<file path="src/rtl/rffeSlavePkg.sv">
package rffeSlavePkg;
  localparam int SID_W    = 4;
  localparam int CMD_W    = 8;
  localparam int ADDR_W   = 5;
  localparam int DATA_W   = 8;
  localparam int ERR_W    = 7;
  localparam int HEAD_W   = SID_W + 3;
  localparam int CMD_LEN  = SID_W + CMD_W;
  localparam int CNT_W    = $clog2(CMD_LEN + 1);
  localparam logic [SID_W-1:0] BCAST_SID = '0;

  localparam int ERR_CMD_PAR   = 6;
  localparam int ERR_LEN       = 5;
  localparam int ERR_ADDR_PAR  = 4;
  localparam int ERR_DATA_PAR  = 3;
  localparam int ERR_RD_UNUSED = 2;
  localparam int ERR_WR_UNUSED = 1;
  localparam int ERR_BC_READ   = 0;

  typedef enum logic [3:0] {
    ST_IDLE, ST_CMD, ST_CCHK, ST_WDATA, ST_WCHK, ST_WSTB,
    ST_RSTB, ST_RLOAD, ST_RPARK, ST_RDRIVE, ST_RREL
  } stateT;

  typedef struct packed {
    logic             shiftIn;
    logic             parIn;
    logic             clrFrame;
    logic             latchCmd;
    logic             loadData;
    logic             dataSel;
    logic             loadTx;
    logic             txZero;
    logic             shiftTx;
    logic             driveZero;
    logic             releaseBus;
    logic [ERR_W-1:0] setErr;
  } ctrlStrobeT;
endpackage

</file>
<file path="src/rtl/rffeSlaveDatapath.sv">
module rffeSlaveDatapath
  import rffeSlavePkg::*;
#(
  parameter int SYNC_STAGES = 2
) (
  input  logic              clk,
  input  logic              rstN,
  input  logic              sclk,
  input  logic              sdataIn,
  input  logic              errClr,
  input  logic [DATA_W-1:0] regRdData,
  input  ctrlStrobeT        strb,
  output logic              sclkRise,
  output logic              sclkFall,
  output logic              startSeen,
  output logic [HEAD_W-1:0] frameHead,
  output logic              parOk,
  output logic [ADDR_W-1:0] regAddr,
  output logic [DATA_W-1:0] regWrData,
  output logic              sdataOut,
  output logic              sdataOe,
  output logic [ERR_W-1:0]  errFlags
);
  localparam int FRAME_W = CMD_LEN;
  localparam int TX_W    = DATA_W + 1;

  logic [SYNC_STAGES-1:0] sclkSync, sdataSync;
  logic sclkS, sdataS, sclkPrev, sdataPrev, armed;
  logic sdataRise, sdataFall;
  logic [FRAME_W-1:0] frame;
  logic parAcc;
  logic [TX_W-1:0] txReg;
  logic [ERR_W-1:0] errReg;
  logic [ADDR_W-1:0] addrReg;
  logic [DATA_W-1:0] dataReg;

  assign sclkS     = sclkSync[SYNC_STAGES-1];
  assign sdataS    = sdataSync[SYNC_STAGES-1];
  assign sclkRise  = sclkS & ~sclkPrev;
  assign sclkFall  = ~sclkS & sclkPrev;
  assign sdataRise = sdataS & ~sdataPrev;
  assign sdataFall = ~sdataS & sdataPrev;
  assign startSeen = armed & sdataFall & ~sclkS;

  always_ff @(posedge clk) begin
    if (!rstN) begin
      sclkSync  <= '0;
      sdataSync <= '0;
      sclkPrev  <= 1'b0;
      sdataPrev <= 1'b0;
      armed     <= 1'b0;
    end else begin
      sclkSync  <= {sclkSync[SYNC_STAGES-2:0], sclk};
      sdataSync <= {sdataSync[SYNC_STAGES-2:0], sdataIn};
      sclkPrev  <= sclkS;
      sdataPrev <= sdataS;
      if (sclkS || startSeen) armed <= 1'b0;
      else if (sdataRise)     armed <= 1'b1;
    end
  end

  always_ff @(posedge clk) begin
    if (!rstN) begin
      frame  <= '0;
      parAcc <= 1'b0;
    end else if (strb.clrFrame) begin
      frame  <= '0;
      parAcc <= 1'b0;
    end else if (strb.shiftIn) begin
      frame  <= {frame[FRAME_W-2:0], sdataS};
      parAcc <= parAcc ^ sdataS;
    end else if (strb.parIn) begin
      parAcc <= parAcc ^ sdataS;
    end
  end

  assign frameHead = frame[FRAME_W-1 -: HEAD_W];
  assign parOk     = parAcc;

  always_ff @(posedge clk) begin
    if (!rstN) begin
      addrReg <= '0;
      dataReg <= '0;
    end else begin
      if (strb.latchCmd)
        addrReg <= frame[CMD_W-1] ? '0 : frame[ADDR_W-1:0];
      if (strb.loadData)
        dataReg <= strb.dataSel ? {1'b0, frame[CMD_W-2:0]} : frame[DATA_W-1:0];
    end
  end

  assign regAddr   = addrReg;
  assign regWrData = dataReg;

  always_ff @(posedge clk) begin
    if (!rstN) begin
      txReg    <= '0;
      sdataOut <= 1'b0;
      sdataOe  <= 1'b0;
    end else if (strb.releaseBus) begin
      sdataOut <= 1'b0;
      sdataOe  <= 1'b0;
    end else if (strb.loadTx) begin
      txReg <= strb.txZero ? TX_W'(1) : {regRdData, ~^regRdData};
    end else if (strb.shiftTx) begin
      sdataOut <= txReg[TX_W-1];
      sdataOe  <= 1'b1;
      txReg    <= {txReg[TX_W-2:0], 1'b0};
    end else if (strb.driveZero) begin
      sdataOut <= 1'b0;
      sdataOe  <= 1'b1;
    end
  end

  always_ff @(posedge clk) begin
    if (!rstN) errReg <= '0;
    else       errReg <= (errClr ? '0 : errReg) | strb.setErr;
  end

  assign errFlags = errReg;
endmodule

</file>
<file path="src/rtl/rffeSlaveCtrl.sv">
module rffeSlaveCtrl
  import rffeSlavePkg::*;
#(
  parameter logic [31:0] IMPL_MASK = 32'hF000_0007
) (
  input  logic              clk,
  input  logic              rstN,
  input  logic              sclkRise,
  input  logic              sclkFall,
  input  logic              startSeen,
  input  logic [HEAD_W-1:0] frameHead,
  input  logic              parOk,
  input  logic [ADDR_W-1:0] regAddr,
  input  logic [SID_W-1:0]  mySid,
  input  logic [SID_W-1:0]  groupSid,
  output ctrlStrobeT        strb,
  output logic              regWrite,
  output logic              regRead
);
  stateT state, stateNxt;
  logic [CNT_W-1:0] bitCnt, bitCntNxt;
  logic [SID_W-1:0] sa;
  logic [2:0] op;
  logic ownHit, shareHit, wrHit, implHit;

  assign sa       = frameHead[HEAD_W-1 -: SID_W];
  assign op       = frameHead[2:0];
  assign ownHit   = (sa == mySid);
  assign shareHit = (sa == BCAST_SID) || (sa == groupSid);
  assign wrHit    = ownHit || shareHit;
  assign implHit  = IMPL_MASK[regAddr];

  always_comb begin
    stateNxt  = state;
    bitCntNxt = bitCnt;
    strb      = '0;
    regWrite  = 1'b0;
    regRead   = 1'b0;
    case (state)
      ST_CMD: if (sclkFall) begin
        if (bitCnt == CNT_W'(CMD_LEN)) begin
          strb.parIn = 1'b1;
          bitCntNxt  = '0;
          stateNxt   = ST_CCHK;
        end else begin
          strb.shiftIn = 1'b1;
          bitCntNxt    = bitCnt + 1'b1;
        end
      end
      ST_CCHK: begin
        strb.latchCmd = 1'b1;
        stateNxt      = ST_IDLE;
        if (!parOk) strb.setErr[ERR_CMD_PAR] = 1'b1;
        else if (op[2]) begin
          if (wrHit) begin
            strb.loadData = 1'b1;
            strb.dataSel  = 1'b1;
            stateNxt      = ST_WSTB;
          end
        end else if (op == 3'b010) begin
          if (wrHit) begin
            strb.clrFrame = 1'b1;
            stateNxt      = ST_WDATA;
          end
        end else if (op == 3'b011) begin
          if (ownHit)        stateNxt = ST_RSTB;
          else if (shareHit) strb.setErr[ERR_BC_READ] = 1'b1;
        end else begin
          strb.setErr[ERR_LEN] = 1'b1;
        end
      end
      ST_WDATA: if (sclkFall) begin
        if (bitCnt == CNT_W'(DATA_W)) begin
          strb.parIn = 1'b1;
          bitCntNxt  = '0;
          stateNxt   = ST_WCHK;
        end else begin
          strb.shiftIn = 1'b1;
          bitCntNxt    = bitCnt + 1'b1;
        end
      end
      ST_WCHK: begin
        if (!parOk) begin
          strb.setErr[ERR_DATA_PAR] = 1'b1;
          stateNxt = ST_IDLE;
        end else begin
          strb.loadData = 1'b1;
          stateNxt      = ST_WSTB;
        end
      end
      ST_WSTB: begin
        if (implHit) regWrite = 1'b1;
        else         strb.setErr[ERR_WR_UNUSED] = 1'b1;
        stateNxt = ST_IDLE;
      end
      ST_RSTB: begin
        if (implHit) regRead = 1'b1;
        else         strb.setErr[ERR_RD_UNUSED] = 1'b1;
        stateNxt = ST_RLOAD;
      end
      ST_RLOAD: begin
        strb.loadTx = 1'b1;
        strb.txZero = !implHit;
        stateNxt    = ST_RPARK;
      end
      ST_RPARK: if (sclkFall) begin
        bitCntNxt = '0;
        stateNxt  = ST_RDRIVE;
      end
      ST_RDRIVE: if (sclkRise) begin
        if (bitCnt == CNT_W'(DATA_W + 1)) begin
          strb.driveZero = 1'b1;
          stateNxt       = ST_RREL;
        end else begin
          strb.shiftTx = 1'b1;
          bitCntNxt    = bitCnt + 1'b1;
        end
      end
      ST_RREL: if (sclkFall) begin
        strb.releaseBus = 1'b1;
        stateNxt        = ST_IDLE;
      end
      default: ;
    endcase
    if (startSeen) begin
      strb                 = '0;
      strb.setErr[ERR_LEN] = (state != ST_IDLE);
      strb.clrFrame        = 1'b1;
      strb.releaseBus      = 1'b1;
      regWrite             = 1'b0;
      regRead              = 1'b0;
      bitCntNxt            = '0;
      stateNxt             = ST_CMD;
    end
  end

  always_ff @(posedge clk) begin
    if (!rstN) begin
      state  <= ST_IDLE;
      bitCnt <= '0;
    end else begin
      state  <= stateNxt;
      bitCnt <= bitCntNxt;
    end
  end
endmodule

</file>
<file path="src/rtl/rffeSlave.sv">
module rffeSlave
  import rffeSlavePkg::*;
#(
  parameter logic [31:0] IMPL_MASK   = 32'hF000_0007,
  parameter int          SYNC_STAGES = 2
) (
  input  logic              clk,
  input  logic              rstN,
  input  logic              sclk,
  input  logic              sdataIn,
  output logic              sdataOut,
  output logic              sdataOe,
  input  logic [SID_W-1:0]  mySid,
  input  logic [SID_W-1:0]  groupSid,
  output logic              regWrite,
  output logic              regRead,
  output logic [ADDR_W-1:0] regAddr,
  output logic [DATA_W-1:0] regWrData,
  input  logic [DATA_W-1:0] regRdData,
  input  logic              errClr,
  output logic [ERR_W-1:0]  errFlags
);
  ctrlStrobeT        strb;
  logic              sclkRise, sclkFall, startSeen, parOk;
  logic [HEAD_W-1:0] frameHead;

  rffeSlaveDatapath #(.SYNC_STAGES(SYNC_STAGES)) i_dp (
    .clk(clk), .rstN(rstN), .sclk(sclk), .sdataIn(sdataIn), .errClr(errClr),
    .regRdData(regRdData), .strb(strb), .sclkRise(sclkRise), .sclkFall(sclkFall),
    .startSeen(startSeen), .frameHead(frameHead), .parOk(parOk),
    .regAddr(regAddr), .regWrData(regWrData), .sdataOut(sdataOut),
    .sdataOe(sdataOe), .errFlags(errFlags)
  );

  rffeSlaveCtrl #(.IMPL_MASK(IMPL_MASK)) i_ctrl (
    .clk(clk), .rstN(rstN), .sclkRise(sclkRise), .sclkFall(sclkFall),
    .startSeen(startSeen), .frameHead(frameHead), .parOk(parOk),
    .regAddr(regAddr), .mySid(mySid), .groupSid(groupSid), .strb(strb),
    .regWrite(regWrite), .regRead(regRead)
  );
endmodule

</file>
<file path="config.mk">
export PLATFORM = sky130hd
export DESIGN_NAME = rffeSlave
export DESIGN_NICKNAME = d
export VERILOG_FILES = /design/src/rtl/rffeSlavePkg.sv /design/src/rtl/rffeSlaveDatapath.sv /design/src/rtl/rffeSlaveCtrl.sv /design/src/rtl/rffeSlave.sv
export SDC_FILE = /design/constraint.sdc
export NUM_CORES = 1
export LEC_CHECK = 0
export ABC_AREA = 1
export BUFFER_PORTS_ARGS = -buffer_cell sky130_fd_sc_hd__buf_2
export CAP_MARGIN = 15
export CORE_MARGIN = 2
export CORE_UTILIZATION = 57
export CTS_BUF_LIST = sky130_fd_sc_hd__clkbuf_2
export CTS_CLUSTER_DIAMETER = 120
export DETAILED_ROUTE_END_ITERATION = 16
export GPL_ROUTABILITY_DRIVEN = 1
export PLACE_DENSITY = 0.81
export SLEW_MARGIN = 40
export SYNTH_ARGS = -nofsm -noshare
export SYNTH_HDL_FRONTEND = slang
export SYNTH_HIERARCHICAL = 1
export SYNTH_SLANG_ARGS = --single-unit
</file>
<file path="constraint.sdc">
create_clock -name clk -period 2.6 [get_ports clk]
set_input_delay 0.26 -clock clk [delete_from_list [all_inputs] [get_ports clk]]
set_output_delay 0.26 -clock clk [all_outputs]
set_load 0.005 [all_outputs]
</file>
==> flow_summary.yaml, run 1 <==
place:
  routabilityCongestion: 0.9238
  io_buffer_count: 44
  placed_cell_area_mm2: 0.003415
  dpl.hpwl_um: 5392
yosys:
  synthTopCellsByArea: "dfxtp_1, nand2_1, inv_1, nor2_1, a21oi_1"
  avgSynthCellArea_um2: 6.683
  yosysTopAreaCell: "dfxtp_1"
  ys_seq_area_frac: 0.3698
  yosys.area.top_type_share: 0.3698
  synth_area_mm2: 0.003194
  synthCells: 478
  yosys_warnings: 6
  syn_nets: 502
  synthArstFlopShare: 0
  ys_ff_latch: 59
  synth_edf_count: 0
  ys_types: 40
  synth_ff_type: "dfxtp_1"
timing:
  post-route-period-util: 0.8321
  rsz0062_at_grt: "false"
  tightest_slew_ns: 0.5832
  drv_slew: 0
  period_minus_slack_ns: 2.164
  setup_violations: 0
  relSlewSlack: 0.6082
  fmax_mhz: 462.2
  fin_worst_skew_ns: 0.02556
  fin_tns_setup_ns: 0
  hold_viol_final: 0
critical_path:
  critPathKind: "reg2out"
  cp_max_fo: 7
  r2r_slack_ns: 0.60
  worst_setup_path_start_kind: "register"
  end_kind: "output port"
  crit-reg2reg-launch: "i_ctrl/bitCnt[1]$_SDFFE_PP0P_"
  reg2reg_to: "i_dp/txReg[2]$_SDFFE_PN0P_"
  r2r_cells: 9
  cp.required_ns: 2.34
  crit_arrival_ns: 1.90
clock_network:
  tritoncts: "built"
  cts_buffers: 9
  clockRootBuffer: "clkbuf_2"
  cts_buffer_depth: 2
  htreeDepth: 3
  cts_resized: 0
  numClockSinks: 59
  clk_latency_ns: 0.51
  clk_pin_slew_ns: 0.17
status:
  status: "finished clean"
floorplanning:
  die-area_mm2: 0.006219
  initial_core_util: 0.5837
  core-area_mm2: 0.005473
  die_y_um: 78.86
  io_pins: 45
  std_cell_rows: 27
  dieWidth_um: 78.86
route:
  wl_per_cell_um: 12.25
  antenna_left: 0
  drcViolationCount: 0
  avgViaCountPerCell: 5.144
  vias: 3071
  drtPass1Iterations: 4
  drtIter0Drc: 165
  wirelength_um: 7311
cells_and_area:
  final_util: 0.6507
  nNetsFinal: 545
  syn_to_final_growth_pct: 11.48
  drive_above_1_share: 0.1867
  final_area_mm2: 0.003561
  antennaDiodeCount: 0
min_path:
  hold_path_class: "in2reg"
  hp-start: "regRdData[3]"
  whs_path_depth: 3
  worst_hold_path.endpoint: "i_dp/txReg[4]$_SDFFE_PN0P_"
grt:
  grt_max_degree: 31
  first_global_vias: 2903
  grt.overflow.total: 0
  grt_usage: 0.2519
  antenna_found_initial: 0
  grt_pass1_wl_um: 12480
power_and_ir_drop:
  vdd_drop_max_uv: 298.8
  pwr_density_cell_mw_per_mm2: 505.1
  p_leak_nw: 1.688
job:
  max_cap_violations: 0
==> synth_stat cells (2+ instances only) <==
library cell / count
nand3_1: 24
inv_1: 59
nor4_1: 2
a21oi_2: 2
clkbuf_1: 4
buf_2: 3
a31oi_1: 8
dfxtp_1: 59
o21ai_4: 2
nand2_1: 128
nand3b_1: 2
o21ai_1: 2
nand2_4: 2
nand2_2: 7
inv_2: 8
buf_6: 2
nor3_1: 8
buf_4: 10
o21ai_2: 2
nand4_1: 3
o31ai_1: 2
o21ai_0: 30
a21oi_1: 35
nor2_4: 3
ha_1: 3
nor2_2: 5
nor2_1: 50
==> cell type report <==
cell class | count | area, um2
Fill cell | 536 | 1912
Multi-Input combinational cell | 332 | 1630
Sequential cell | 59 | 1181
Timing Repair Buffer | 51 | 277.8
Inverter | 68 | 255.2
Tap cell | 72 | 90.09
Clock inverter | 6 | 81.33
Clock buffer | 9 | 45.04
==> power by group <==
| group | switching (mW) | internal, mW |
|---|---|---|
| clock network | 0.344 | 0.307 |
| registers | 0.0171 | 0.927 |
| logic | 0.127 | 0.0766 |
==> through the flow <==
step / total power [mW] / setup slack (ns) / hold slack (ns) / std cells
6_report: 1.799 / 0.4365 / 0.03983 / 597
5_1_grt: 1.874 / 0.2679 / 0.03836 / 597
4_1_cts: 1.807 / 0.4390 / 0.03339 / 597
3_5_place_dp: 1.160 / 0.6468 / 0.4064 / 580
3_3_place_gp: 1.155 / 0.7027 / 0.4013 / 580
2_1_floorplan: 1.086 / 0.8037 / 0.3576 / 478
==> registers in the layout, summed over array words and instances (netlist names) <==
register        count
i_ctrl/bitCnt       4
i_ctrl/state        4
i_dp/armed          1
i_dp/errFlags       7
i_dp/frame         12
i_dp/parOk          1
i_dp/regAddr        5
i_dp/regWrData      8
i_dp/sclkPrev       1
i_dp/sclkSync       2
i_dp/sdataOe        1
i_dp/sdataOut       1
i_dp/sdataPrev      1
i_dp/sdataSync      2
i_dp/txReg          9
==> critical path, cell delays in order, from the launching register on <==
cell     delay, ns
dfxtp_1       0.36
inv_1         0.07
nand3_1       0.08
nor2_1        0.34
inv_1         0.19
nand4_1       0.17
nor2_1        0.06
buf_2         0.12
==> worst max-delay path by stage <==
| stage | startpoint | to | slack [ns] | cells past startpoint |
|---|---|---|---|---|
| floorplan | i_dp/frame[9]$_SDFFE_PP0P_ | i_dp/regWrData[7]$_SDFFE_PN0P_ | 0.80 | 13 |
| global placement | i_dp/frame[9]$_SDFFE_PP0P_ | i_dp/regWrData[7]$_SDFFE_PN0P_ | 0.70 | 13 |
| detailed placement | i_ctrl/bitCnt[1]$_SDFFE_PP0P_ | i_dp/txReg[2]$_SDFFE_PN0P_ | 0.65 | 9 |
| CTS | i_dp/sdataSync[1]$_SDFF_PN0_ | regWrite | 0.44 | 7 |
| global route | i_dp/sdataSync[1]$_SDFF_PN0_ | regWrite | 0.27 | 7 |
| finish | i_dp/sdataSync[1]$_SDFF_PN0_ | regWrite | 0.44 | 7 |
==> metal layers <==
layer | GRT usage | routed length (um)
met1 | 0.2899 | 3259
met2 | 0.4547 | 3652
met3 | 0.04318 | 246
met4 | 0.1155 | 153
met5 | 0 | 0
==> repair_timing <==
action / in CTS / in global routing
hold endpoints to repair: 2 / 0
setup endpoints to repair: 0 / 0
buffers inserted: 0 / 0
hold buffers: 2 / 0
==> layout by cell type, fill, tap and decap left out, drive strengths merged <==
cell type    instances
nand2              138
inv                 67
dfxtp               59
nor2                58
buf                 49
a21oi               37
o21ai               36
nand3               25
clkbuf               9
nor3                 9
a31oi                8
clkinv               5
nand4                3
ha                   3
bufinv               2
dlygate4sd3          2
nor4                 2
o31ai                2
nand3b               2
a22oi                1
a211oi               1
and3                 1
o21a                 1
nor3b                1
or2                  1
xor2                 1
conb                 1
o2111a               1
==> logic make-up after synthesis <==
family / synth area share
AOI/OAI and AO/OA: 0.1594
xor gates and xnor gates: 0.002742
adders and majority gates: 0.01175
buffers and inverters: 0.1199
DFF: 0.3698
other: 0.001174
and+or+nand+nor: 0.3353
(Power assumes the default switching activity.)
==> run 2, diff against run 1 <==
- clock period: 2.6 -> 2.3 ns (I/O delays scaled with it)
==> flow_summary.yaml, run 2 (synthesis results as in run 1) <==
cells_and_area:
  mostFrequentLayoutCell: "nand2_1"
  drive_above_1_share: 0.1902
  largest_register_ffs: 12
  final_area_mm2: 0.003613
  antennaDiodeCount: 0
  syn_to_final_growth_pct: 13.12
  final_cell_mix: "nand2_1, inv_1, dfxtp_1"
  largest_register: "i_dp/frame"
  final_util: 0.6603
  nNetsFinal: 550
  fillers: 501
route:
  wirelength_um: 7252
  wl_met3_um: 335
  met1_length_um: 3251
  antenna_left: 0
  vias: 3150
  drtIter0Drc: 253
  routed-wl-met2_um: 3489
  wl_per_cell_um: 12.03
  drcViolationCount: 0
  top_layer: "met4"
  avgViaCountPerCell: 5.224
  drtPass1Iterations: 5
power_and_ir_drop:
  pwr-share-seq: 0.530
  p_comb_frac: 0.112
  clockPowerShare: 0.359
  vdd_drop_max_uv: 417.8
  pwr_density_cell_mw_per_mm2: 558.0
  switching_share: 0.3035
  p_leak_nw: 1.707
  p_sw_mw: 0.6119
  cell_internal_pwr_mw: 1.404
floorplanning:
  initial_core_util: 0.5837
  io_pins: 45
  dieWidth_um: 78.86
  die_y_um: 78.86
  std_cell_rows: 27
  core-area_mm2: 0.005473
  die-area_mm2: 0.006219
critical_path:
  r2r_slack_ns: 0.24
  end_kind: "output port"
  crit-reg2reg-launch: "i_dp/regAddr[2]$_SDFFE_PN0P_"
  crit_path_cell_trace: "inv_1 > nand3_1 > nor2_1 > inv_1 > nand4_1 > nor2_1 > buf_2"
  r2r_cells: 10
  critical-path-max-stage-delay_ns: 0.37
  crit_arrival_ns: 1.89
  worst_setup_path_start_kind: "register"
  cp_slowest_cell: "dfxtp_1"
  reg2reg_to: "i_dp/txReg[0]$_SDFFE_PN0P_"
  critPathKind: "reg2out"
  cp_max_fo: 6
  cp.required_ns: 2.07
place:
  placed_cell_area_mm2: 0.003415
  routabilityCongestion: 0.9462
  io_buffer_count: 44
  dpl.hpwl_um: 5266
timing:
  post-route-period-util: 0.9235
  fin_tns_setup_ns: 0
  rsz0062_at_grt: "false"
  setup_violations: 0
  period_minus_slack_ns: 2.124
  hold_viol_final: 0
  relSlewSlack: 0.6203
  fmax_mhz: 470.8
  tightest_slew_ns: 0.5674
  drv_slew: 0
  fin_worst_skew_ns: 0.01949
grt:
  antenna_found_initial: 0
  grt.overflow.total: 0
  grt_usage: 0.2529
  grt_pass1_wl_um: 12510
  first_global_vias: 2931
  grt_max_degree: 29
clock_network:
  postCtsSetupRepairBufs: 0
  numClockSinks: 59
  htreeDepth: 3
  clockRootBuffer: "clkbuf_2"
  clk_latency_ns: 0.52
  tritoncts: "built"
  cts_buffer_depth: 2
  cts_buffers: 9
  clk_pin_slew_ns: 0.19
job:
  max_cap_violations: 0
min_path:
  hold_path_class: "in2reg"
  hp-start: "regRdData[7]"
  worst_hold_path.endpoint: "i_dp/txReg[8]$_SDFFE_PN0P_"
  whs_path_depth: 3
status:
  status: "finished clean"
run 2: worst max-delay path by stage:
stage                                  from                        endpoint  slack (ns)  depth (start not counted)
2_1_floorplan    i_dp/frame[9]$_SDFFE_PP0P_  i_dp/regWrData[7]$_SDFFE_PN0P_        0.50                         13
3_3_place_gp   i_dp/regAddr[2]$_SDFFE_PN0P_      i_dp/txReg[0]$_SDFFE_PN0P_        0.31                         10
3_5_place_dp   i_dp/regAddr[2]$_SDFFE_PN0P_      i_dp/txReg[0]$_SDFFE_PN0P_        0.30                         10
4_1_cts        i_dp/sdataSync[1]$_SDFF_PN0_                        regWrite        0.17                          7
5_1_grt        i_dp/sdataSync[1]$_SDFF_PN0_                        regWrite       0.003                          7
6_report       i_dp/sdataSync[1]$_SDFF_PN0_                        regWrite        0.18                          7
run 2: layer usage:
layer | vias to the layer above | track usage
met5 | - | 0
met2 | 80 | 0.4316
met3 | 19 | 0.05682
met1 | 1437 | 0.3001
li1 | 1614 | -
met4 | 0 | 0.1241
run 2: final cells by class:
type | instances | area, um2 | share of cell area
clock buffer | 9 | 45.04 | 0.01247
tap | 72 | 90.09 | 0.02493
clock inverter | 7 | 83.83 | 0.02320
multi-input combinational | 332 | 1630 | 0.4512
sequential | 59 | 1181 | 0.3269
timing repair buffer | 56 | 327.8 | 0.09072
inverter | 68 | 255.2 | 0.07064
run 2: worst max-delay path: cells and delay by family, from the launching register on:
kind,cells,cell delay [ns]
and+or+nand+nor,4,0.61
buffers and inverters,3,0.39
DFF,1,0.37
run 2: repair_timing:
item	4_1_cts	5_1_grt
gates resized for setup	0	0
hold buffers	7	0
endpoints found under the hold margin	7	0
run 2: power groups by stage:
stage / logic (mW) / clock network, mW / registers [mW]
2_1_floorplan: 0.142 / 0 / 1.09
3_3_place_gp: 0.211 / 0 / 1.09
3_5_place_dp: 0.214 / 0 / 1.09
4_1_cts: 0.223 / 0.742 / 1.07
5_1_grt: 0.258 / 0.792 / 1.07
6_report: 0.225 / 0.723 / 1.07
run 2: per-stage QoR:
stage	std cells	power (mW)	worst slack, ns	hold slack (ns)
floorplan	478	1.228	0.5037	0.3276
global placement	580	1.298	0.3113	0.4006
detailed placement	580	1.303	0.3034	0.3997
CTS	603	2.033	0.1739	0.002760
global route	603	2.122	0.003351	0.006209
finish	603	2.016	0.1760	0.01878
==> run 3, diff against run 2 <==
- PLACE_DENSITY: 0.81 -> 0.79
==> flow_summary.yaml, run 3 (synthesis results as in run 1) <==
critical_path:
  worst_setup_path_start_kind: "register"
  path_buf_inv: 4
  crit_arrival_ns: 1.90
  cp.required_ns: 2.07
  critPathKind: "reg2out"
  end_kind: "output port"
  crit_path_cell_trace: "inv_1 > nand3_1 > nor2_1 > buf_4 > inv_1 > nand4_1 > nor2_1 > buf_2"
  cp_top_family: "buffers and inverters"
  cp_slowest_cell: "dfxtp_2"
  critical-path-max-stage-delay_ns: 0.40
  cp_max_fo: 17
floorplanning:
  die-area_mm2: 0.006219
  dieWidth_um: 78.86
  core-area_mm2: 0.005473
  die_y_um: 78.86
  initial_core_util: 0.5837
  io_pins: 45
  std_cell_rows: 27
timing:
  hold_viol_final: 0
  relSlewSlack: 0.6583
  fin_tns_setup_ns: 0
  period_minus_slack_ns: 2.132
  post-route-period-util: 0.9268
  tightest_slew_ns: 0.5107
  fmax_mhz: 469.1
  fin_worst_skew_ns: 0.03082
  drv_slew: 0
  rsz0062_at_grt: "false"
  setup_violations: 0
grt:
  grt_max_degree: 26
  grt.overflow.total: 0
  first_global_vias: 2812
  antenna_found_initial: 0
  grt_pass1_wl_um: 12250
  grt_usage: 0.2478
cells_and_area:
  fillers: 513
  drive_above_1_share: 0.1913
  final_cell_mix: "nand2_1, inv_1, dfxtp_1"
  nNetsFinal: 547
  largest_register_ffs: 12
  mostFrequentLayoutCell: "nand2_1"
  syn_to_final_growth_pct: 11.75
  antennaDiodeCount: 0
  final_area_mm2: 0.003570
  largest_register: "i_dp/frame"
clock_network:
  cts_buffers: 9
  tritoncts: "built"
  htreeDepth: 3
  clk_pin_slew_ns: 0.19
  numClockSinks: 59
  clk_latency_ns: 0.49
  clockRootBuffer: "clkbuf_2"
  cts_buffer_depth: 2
place:
  io_buffer_count: 44
  dpl.hpwl_um: 5366
  placed_cell_area_mm2: 0.003415
  routabilityCongestion: 0.9501
route:
  drtIter0Drc: 247
  wl_per_cell_um: 11.91
  wirelength_um: 7144
  drtPass1Iterations: 5
  drcViolationCount: 0
  antenna_left: 0
  avgViaCountPerCell: 5.093
  vias: 3056
status:
  status: "finished clean"
power_and_ir_drop:
  power_mw: 1.927
  pwr_density_cell_mw_per_mm2: 539.8
  vdd_drop_max_uv: 445.8
  p_leak_nw: 1.677
job:
  max_cap_violations: 0
min_path:
  hold_path_class: "in2reg"
==> run 3: cell types whose count changed in the layout (fill, tap and decap cells not counted), sizes merged <==
cell	delta
dlygate4sd3	-3
clkinv	+1
inv	-4
clkinvlp	+3
==> run 3: final cells by class <==
cell class / count / area (um2) / share of cell area
clock buffer: 9 / 45.04 / 0.01262
clock inverter: 7 / 68.82 / 0.01928
inverter: 68 / 255.2 / 0.07150
multi-input combinational: 332 / 1630 / 0.4567
sequential: 59 / 1182 / 0.3312
tap: 72 / 90.09 / 0.02524
timing repair buffer: 53 / 297.8 / 0.08342
==> run 3: path summary, 6_finish.rpt <==
kind / from / slack, ns / cells after the start / end
worst max-delay path: i_dp/sdataSync[1]$_SDFF_PN0_ / 0.17 / 8 / regWrite
worst min-delay path: regRdData[3] / 0.03 / 3 / i_dp/txReg[4]$_SDFFE_PN0P_
worst max register to register: i_ctrl/bitCnt[1]$_SDFFE_PP0P_ / 0.35 / 9 / i_dp/txReg[3]$_SDFFE_PN0P_
worst min register to register: i_dp/sclkSync[0]$_SDFF_PN0_ / 0.43 / 2 / i_dp/sclkSync[1]$_SDFF_PN0_
==> run 3: where the power goes <==
group | leakage [nW] | switching [mW] | internal [mW]
clock network | 0.0576 | 0.400 | 0.243
logic | 1.14 | 0.135 | 0.0812
registers | 0.477 | 0.0193 | 1.05
total | 1.68 | 0.554 | 1.37
==> run 3: routing by layer <==
metal	vias up	GRT usage	routed length [um]
met1	1370	0.3023	3219
met4	0	0.09138	140
li1	1600	-	-
met2	73	0.4248	3512
met3	13	0.06023	272
met5	-	0	0
==> run 3: worst min-delay path: stages <==
cell and delay (ns):
buf_2 0.12, nand3_1 0.08, a31oi_1 0.07
==> run 3: timing repair <==
action                     4_1_cts  5_1_grt
hold buffers                     3        1
resized for setup                0        1
hold endpoints to repair         5        1
setup buffers                    0        0
setup endpoints to repair        0        1
==> run 3: stage by stage <==
stage | cells | utilization | hold slack [ns] | setup WS (ns)
finish | 600 | 0.6523 | 0.02668 | 0.1685
global route | 600 | 0.6523 | 0.001963 | 0.02189
CTS | 599 | 0.6502 | 0.004108 | 0.09231
detailed placement | 580 | 0.6239 | 0.3996 | 0.4198
global placement | 580 | 0.6239 | 0.3941 | 0.4648
floorplan | 478 | - | 0.3276 | 0.5037
